`config.mk`:
```
export PLATFORM = sky130hd
export DESIGN_NAME = irq_prio_core
export DESIGN_NICKNAME = d
export VERILOG_FILES = /design/src/rtl/irq_prio_pkg.sv /design/src/rtl/prio_vec_bank.sv /design/src/rtl/prio_msb_scan.sv /design/src/rtl/prio_gate.sv /design/src/rtl/irq_prio_core.sv
export SDC_FILE = /design/constraint.sdc
export NUM_CORES = 2
export LEC_CHECK = 0
export BUFFER_PORTS_ARGS = -buffer_cell sky130_fd_sc_hd__clkbuf_2
export CORE_UTILIZATION = 45
export DETAILED_ROUTE_END_ITERATION = 7
export GPL_TIMING_DRIVEN = 0
export PLACE_DENSITY = 0.71
export RECOVER_POWER = 50
export REMOVE_ABC_BUFFERS = 1
export SYNTH_ARGS = -nofsm -noshare
export SYNTH_HDL_FRONTEND = slang
export SYNTH_HIERARCHICAL = 1
export SYNTH_SLANG_ARGS = --single-unit
export TNS_END_PERCENT = 10
```
`constraint.sdc`:
```
create_clock -name clk -period 14.4 [get_ports clk]
set_clock_uncertainty 0.05 [all_clocks]
set_input_delay 0.72 -clock clk [delete_from_list [all_inputs] [get_ports clk]]
set_output_delay 0.72 -clock clk [all_outputs]
set_load 0.005 [all_outputs]
```
`src/rtl/irq_prio_pkg.sv`:
```
package irq_prio_pkg;

  localparam int VEC_W = 8;
  localparam int NUM_VEC = 2 ** VEC_W;
  localparam int SVR_EN_BIT = 8;
  localparam int SVR_DIR_BIT = 12;

  typedef logic [VEC_W-1:0] vec_t;

  typedef struct packed {
    logic directed;
    logic enable;
    vec_t spur;
  } svr_t;

  // Keep only the enable, directed and spurious-vector fields of a write.
  function automatic svr_t svr_from_word(input logic [31:0] w);
    svr_t r;
    r.directed = w[SVR_DIR_BIT];
    r.enable   = w[SVR_EN_BIT];
    r.spur     = w[VEC_W-1:0];
    return r;
  endfunction

  // Processor priority from task priority and highest in-service vector.
  function automatic vec_t proc_prio(input vec_t tpr, input logic isr_any,
                                     input vec_t isr_top);
    if (!isr_any || (tpr[7:4] >= isr_top[7:4])) return tpr;
    return {isr_top[7:4], 4'h0};
  endfunction

  // Whether the best pending request beats the processor priority.
  function automatic logic may_deliver(input logic en, input logic irr_any,
                                       input vec_t irr_top, input vec_t ppr);
    if (!en || !irr_any) return 1'b0;
    if ((ppr != '0) && (irr_top[7:4] <= ppr[7:4])) return 1'b0;
    return 1'b1;
  endfunction

endpackage

```
`src/rtl/prio_vec_bank.sv`:
```
module prio_vec_bank #(
  parameter int NUM_BITS = 256,
  parameter int WORD_W   = 32,
  parameter int IDX_W    = $clog2(NUM_BITS)
) (
  input  logic                clk,
  input  logic                rst_n,
  input  logic                set_en,
  input  logic [IDX_W-1:0]    set_idx,
  input  logic                clr_en,
  input  logic [IDX_W-1:0]    clr_idx,
  output logic [NUM_BITS-1:0] bits
);
  localparam int NUM_WORDS = NUM_BITS / WORD_W;
  localparam int SUB_W     = $clog2(WORD_W);
  localparam int SEL_W     = IDX_W - SUB_W;

  for (genvar w = 0; w < NUM_WORDS; w++) begin : g_word
    logic [WORD_W-1:0] word_q;
    logic [WORD_W-1:0] word_d;
    logic              clr_here;
    logic              set_here;

    assign clr_here = clr_en && (clr_idx[IDX_W-1:SUB_W] == SEL_W'(w));
    assign set_here = set_en && (set_idx[IDX_W-1:SUB_W] == SEL_W'(w));

    // Clear first, then set: a set of the same bit in the same cycle wins.
    always_comb begin
      word_d = word_q;
      if (clr_here) word_d[clr_idx[SUB_W-1:0]] = 1'b0;
      if (set_here) word_d[set_idx[SUB_W-1:0]] = 1'b1;
    end

    always_ff @(posedge clk) begin
      if (!rst_n) word_q <= '0;
      else        word_q <= word_d;
    end

    assign bits[w*WORD_W +: WORD_W] = word_q;
  end

endmodule

```
`src/rtl/prio_msb_scan.sv`:
```
module prio_msb_scan #(
  parameter int NUM_BITS = 256,
  parameter int WORD_W   = 32,
  parameter int IDX_W    = $clog2(NUM_BITS)
) (
  input  logic [NUM_BITS-1:0] bits,
  output logic                found,
  output logic [IDX_W-1:0]    idx
);
  localparam int NUM_WORDS = NUM_BITS / WORD_W;
  localparam int SUB_W     = $clog2(WORD_W);

  function automatic logic [SUB_W-1:0] top_bit(input logic [WORD_W-1:0] w);
    logic [SUB_W-1:0] p;
    p = '0;
    for (int b = 0; b < WORD_W; b++) begin
      if (w[b]) p = SUB_W'(b);
    end
    return p;
  endfunction

  logic [NUM_WORDS-1:0] word_any;
  logic [SUB_W-1:0]     word_pos [NUM_WORDS];

  for (genvar w = 0; w < NUM_WORDS; w++) begin : g_word
    assign word_any[w] = |bits[w*WORD_W +: WORD_W];
    assign word_pos[w] = top_bit(bits[w*WORD_W +: WORD_W]);
  end

  // Higher words override lower ones.
  always_comb begin
    idx = '0;
    for (int w = 0; w < NUM_WORDS; w++) begin
      if (word_any[w]) idx = IDX_W'(w * WORD_W) + IDX_W'(word_pos[w]);
    end
  end

  assign found = |word_any;

endmodule

```
`src/rtl/prio_gate.sv`:
```
module prio_gate
  import irq_prio_pkg::*;
(
  input  vec_t tpr,
  input  logic sw_en,
  input  logic irr_any,
  input  vec_t irr_top,
  input  logic isr_any,
  input  vec_t isr_top,
  output vec_t ppr,
  output logic deliver
);
  assign ppr     = proc_prio(tpr, isr_any, isr_top);
  assign deliver = may_deliver(sw_en, irr_any, irr_top, ppr);
endmodule

```
`src/rtl/irq_prio_core.sv`:
```
module irq_prio_core
  import irq_prio_pkg::*;
#(
  parameter int WORD_W = 32
) (
  input  logic        clk,
  input  logic        rst_n,
  input  logic        req_valid,
  input  logic [7:0]  req_vector,
  input  logic        req_level,
  input  logic        tpr_wr,
  input  logic [7:0]  tpr_data,
  input  logic        svr_wr,
  input  logic [31:0] svr_data,
  input  logic        ack_req,
  input  logic        eoi_req,
  output logic        irq_out,
  output logic        ack_valid,
  output logic [7:0]  ack_vector,
  output logic        ack_spurious,
  output logic        eoi_bcast,
  output logic [7:0]  eoi_bcast_vector,
  output logic [7:0]  ppr_out
);
  localparam int IDX_W = VEC_W;

  vec_t tpr_q;
  svr_t svr_q;

  logic [NUM_VEC-1:0] irr_bits, isr_bits, tmr_bits;
  logic irr_any, isr_any;
  vec_t irr_top, isr_top;
  vec_t ppr;
  logic deliver;

  // Named internal events
  logic ack_take;
  logic eoi_hit;
  logic bcast_fire;
  vec_t ack_reply;

  assign ack_take   = ack_req && deliver;
  assign eoi_hit    = eoi_req && isr_any;
  assign bcast_fire = eoi_hit && tmr_bits[isr_top] && !svr_q.directed;
  assign ack_reply  = ack_take ? irr_top : svr_q.spur;

  prio_vec_bank #(.NUM_BITS(NUM_VEC), .WORD_W(WORD_W), .IDX_W(IDX_W)) u_irr (
    .clk(clk), .rst_n(rst_n),
    .set_en(req_valid), .set_idx(req_vector),
    .clr_en(ack_take),  .clr_idx(irr_top),
    .bits(irr_bits)
  );

  prio_vec_bank #(.NUM_BITS(NUM_VEC), .WORD_W(WORD_W), .IDX_W(IDX_W)) u_isr (
    .clk(clk), .rst_n(rst_n),
    .set_en(ack_take), .set_idx(irr_top),
    .clr_en(eoi_hit),  .clr_idx(isr_top),
    .bits(isr_bits)
  );

  prio_vec_bank #(.NUM_BITS(NUM_VEC), .WORD_W(WORD_W), .IDX_W(IDX_W)) u_tmr (
    .clk(clk), .rst_n(rst_n),
    .set_en(req_valid && req_level),  .set_idx(req_vector),
    .clr_en(req_valid && !req_level), .clr_idx(req_vector),
    .bits(tmr_bits)
  );

  prio_msb_scan #(.NUM_BITS(NUM_VEC), .WORD_W(WORD_W), .IDX_W(IDX_W)) u_irr_scan (
    .bits(irr_bits), .found(irr_any), .idx(irr_top)
  );

  prio_msb_scan #(.NUM_BITS(NUM_VEC), .WORD_W(WORD_W), .IDX_W(IDX_W)) u_isr_scan (
    .bits(isr_bits), .found(isr_any), .idx(isr_top)
  );

  prio_gate u_gate (
    .tpr(tpr_q), .sw_en(svr_q.enable),
    .irr_any(irr_any), .irr_top(irr_top),
    .isr_any(isr_any), .isr_top(isr_top),
    .ppr(ppr), .deliver(deliver)
  );

  always_ff @(posedge clk) begin
    if (!rst_n) begin
      tpr_q            <= '0;
      svr_q            <= '{directed: 1'b0, enable: 1'b0, spur: 8'hFF};
      irq_out          <= 1'b0;
      ack_valid        <= 1'b0;
      ack_vector       <= '0;
      ack_spurious     <= 1'b0;
      eoi_bcast        <= 1'b0;
      eoi_bcast_vector <= '0;
    end else begin
      if (tpr_wr) tpr_q <= tpr_data;
      if (svr_wr) svr_q <= svr_from_word(svr_data);
      irq_out   <= deliver;
      ack_valid <= ack_req;
      if (ack_req) begin
        ack_vector   <= ack_reply;
        ack_spurious <= !ack_take;
      end
      eoi_bcast <= bcast_fire;
      if (bcast_fire) eoi_bcast_vector <= isr_top;
    end
  end

  assign ppr_out = ppr;

endmodule

```
==> qor.csv <==
metric,value,unit
status,"complete, but fails checks",
violations,"capacitance limit, slew limit",
postCtsHoldBufs,0,
syn_avg_cell_area,8.98,µm²
place_hpwl,89400,µm
routabilityCongestion,0.962,
rsz0062_at_grt,no,
slew_headroom,-264,%
critical_path_class,reg -> reg,
via_per_inst,7.24,
synth-async-reset-ratio,0,%
cp_cell_sequence,"nor4_1, nand4_1, nor4_1, nand3_1, or3_1, nand2b_2, a2111oi_0, nor2_1, mux2_1, ha_1, nand4_1, nand3_1, a21o_1, o211ai_1, and2_0, nand4_1, o311ai_0, o21ai_0",
crit_buf_inv,0,
synth_cell_types,91,
final_util,50.1,%
synth-seq-cells,806,
finalNetCount,4318,
worstPathRequired,14.87,ns
start_util,45.5,%
cp_slowest_cell,nand3_1,
std_cell_rows,109,
whs,0.197,ns
pre_cts_ws,5.59,ns
cts_buffer_depth,3,
setup_viol,0,
vias,39710,
fp.coreArea,88400,µm²
reg2reg_to,u_irr/g_word[7].word_q[27],
nFillCells,8071,
drv_cap,4,
p_leak,14.0,nW
placed_area,41300,µm²
die_y,301,µm
final_antenna_net_count,0,
end_kind,register,
timing.final.crit_share,74.0,%
reg2reg_from,u_isr/g_word[6].word_q[27],
tightest_slew,5.46,ns
r2r_cells,18,
drt-total-wl,139000,µm
yosysWarningCount,6,
netlist_instances,4478,
cts_buffers,90,
ys.flop_type,dfxtp_1,
min_period,10.66,ns
max_stage_delay,1.50,ns
routedWlPerCell,25.4,µm
p_per_area,116,nW/µm²
startpoint_type,register,
fmax,93.8,MHz
post_cts_resized,0,
area_delta_synth_final,10.1,%
regArea,16100,µm²
grt_pass1_wl,213000,µm
ir_drop,0.109,mV
hold_end,svr_q[7],
r2r_slack,3.74,ns
post_cts_buffers,0,
fp.dieArea,90500,µm²
design_area,44200,µm²
power,5.12,mW
path_common_cell,nand4_1,
firstDrtPassIters,6,
drive_gt1_share,9.58,%
finalWorstSetupSlack,3.74,ns
cts-root-buf,clkbuf_16,
worstHoldStart,svr_data[7],
crit_path_start,u_isr/g_word[6].word_q[27],
hp-class,in -> reg,
crit_arrival,11.13,ns
grt_pass1_vias,36169,
drc,0,
crit_family,simple AND/OR/NAND/NOR gates,
final_common_cell,dfxtp_1,
seq_area_frac_synth,40.1,%
overflow,0,
grt_antenna_before_repair,2,
clkTransAtPathRegs,0.06,ns
grt_use_total,29.4,%
holdPathStages,3,
grt_max_degree,168,
port_buffers,61,
hold_viol_final,0,
cts_sinks,806,
worstSkewPairLatency,0.69,ns
die_w,301,µm
synth_area,40200,µm²
first_iter_violations,5505,
mostFrequentLayoutCells,"806 x dfxtp_1, 449 x nand3_1, 406 x o21ai_0",
slew_violations,289,
crit_fanout,23,
io_pins,84,
htree_levels,3,
synth-edff-count,0,
multi_input_area,22100,µm²
cts_tree,built,
-- how the worst max path moves through the flow --
stage	endpoint	slack, ns	depth (start not counted)
6_report	u_irr/g_word[7].word_q[27]	3.74	18
2_1_floorplan	u_isr/g_word[4].word_q[23]	4.01	11
3_5_place_dp	u_isr/g_word[7].word_q[17]	5.59	18
5_1_grt	u_irr/g_word[7].word_q[14]	3.35	18
3_3_place_gp	u_isr/g_word[0].word_q[16]	-5.10	10
4_1_cts	u_isr/g_word[7].word_q[1]	5.56	18
-- sequential cells by signal, summed over array words and instances (netlist names) --
| signal | flops |
|---|---|
| tpr_q | 8 |
| eoi_bcast_vector | 8 |
| ack_vector | 8 |
| ack_spurious | 1 |
| u_tmr/g_word.word_q | 256 |
| irq_out | 1 |
| eoi_bcast | 1 |
| ack_valid | 1 |
| u_irr/g_word.word_q | 256 |
| svr_q | 10 |
| u_isr/g_word.word_q | 256 |
-- cell type report --
type                       instances  share of cell area [%]
antenna                            1                 0.00566
multi-input combinational       3142                    50.0
tap                             1165                    3.29
clock inverter                    26                   0.809
sequential                       806                    36.5
clock buffer                     134                    6.01
inverter                         103                   0.874
timing repair buffer             111                    2.53
-- through the flow --
step / TNS [ns] / cells
after global routing: 0 / 5487
after global placement: -780.27 / 5277
after CTS: 0 / 5486
after detailed placement: 0 / 5326
after floorplan: 0 / 4051
final: 0 / 5488
-- power by group --
part           switching [mW]  internal (mW)
Clock                   0.985           1.37
Sequential            0.00762           2.24
Combinational           0.392          0.123
Total                    1.39           3.74
-- metal layers --
layer  share of wire, %  GRT usage (%)
met5              0.017              0
met1                 41           40.7
met4                4.5           13.3
met2                 44           44.2
met3                 10           5.41
-- tightest hold or removal path: cells and delay by family --
kind                   cells  cell delay, ns
and+or+nand+nor            1            0.06
muxes                      1            0.05
buffers and inverters      1            0.08
-- synth_stat cells, drive strengths merged (28+ instances only) --
cell / count / share of area, %
dfxtp: 806 / 40
o21ai: 469 / 5.8
nand3: 451 / 5.6
o311ai: 399 / 8.7
a32o: 384 / 9.6
clkbuf: 312 / 3.0
nor2: 254 / 2.4
nand2: 174 / 1.6
nor4: 133 / 2.2
a21oi: 124 / 1.6
nor3: 116 / 1.6
buf: 115 / 1.7
inv: 103 / 0.96
mux2i: 60 / 1.5
mux4: 52 / 2.9
nor2b: 48 / 0.75
nand2b: 41 / 0.68
or4: 28 / 0.56
-- logic make-up (layout without fill, tap and decap cells) --
| kind of cell | after synthesis | in the layout | share of synthesized area (%) |
|---|---|---|---|
| compound gates | 1584 | 1584 | 30.0 |
| buf+inv | 530 | 374 | 5.59 |
| mux | 119 | 119 | 4.62 |
| flops | 806 | 806 | 40.1 |
| fa+ha+maj | 8 | 8 | 0.249 |
| other cells | 0 | 1 | 0 |
| simple gates | 1431 | 1431 | 19.4 |
Note: power is estimated with default switching activity, not from simulation.
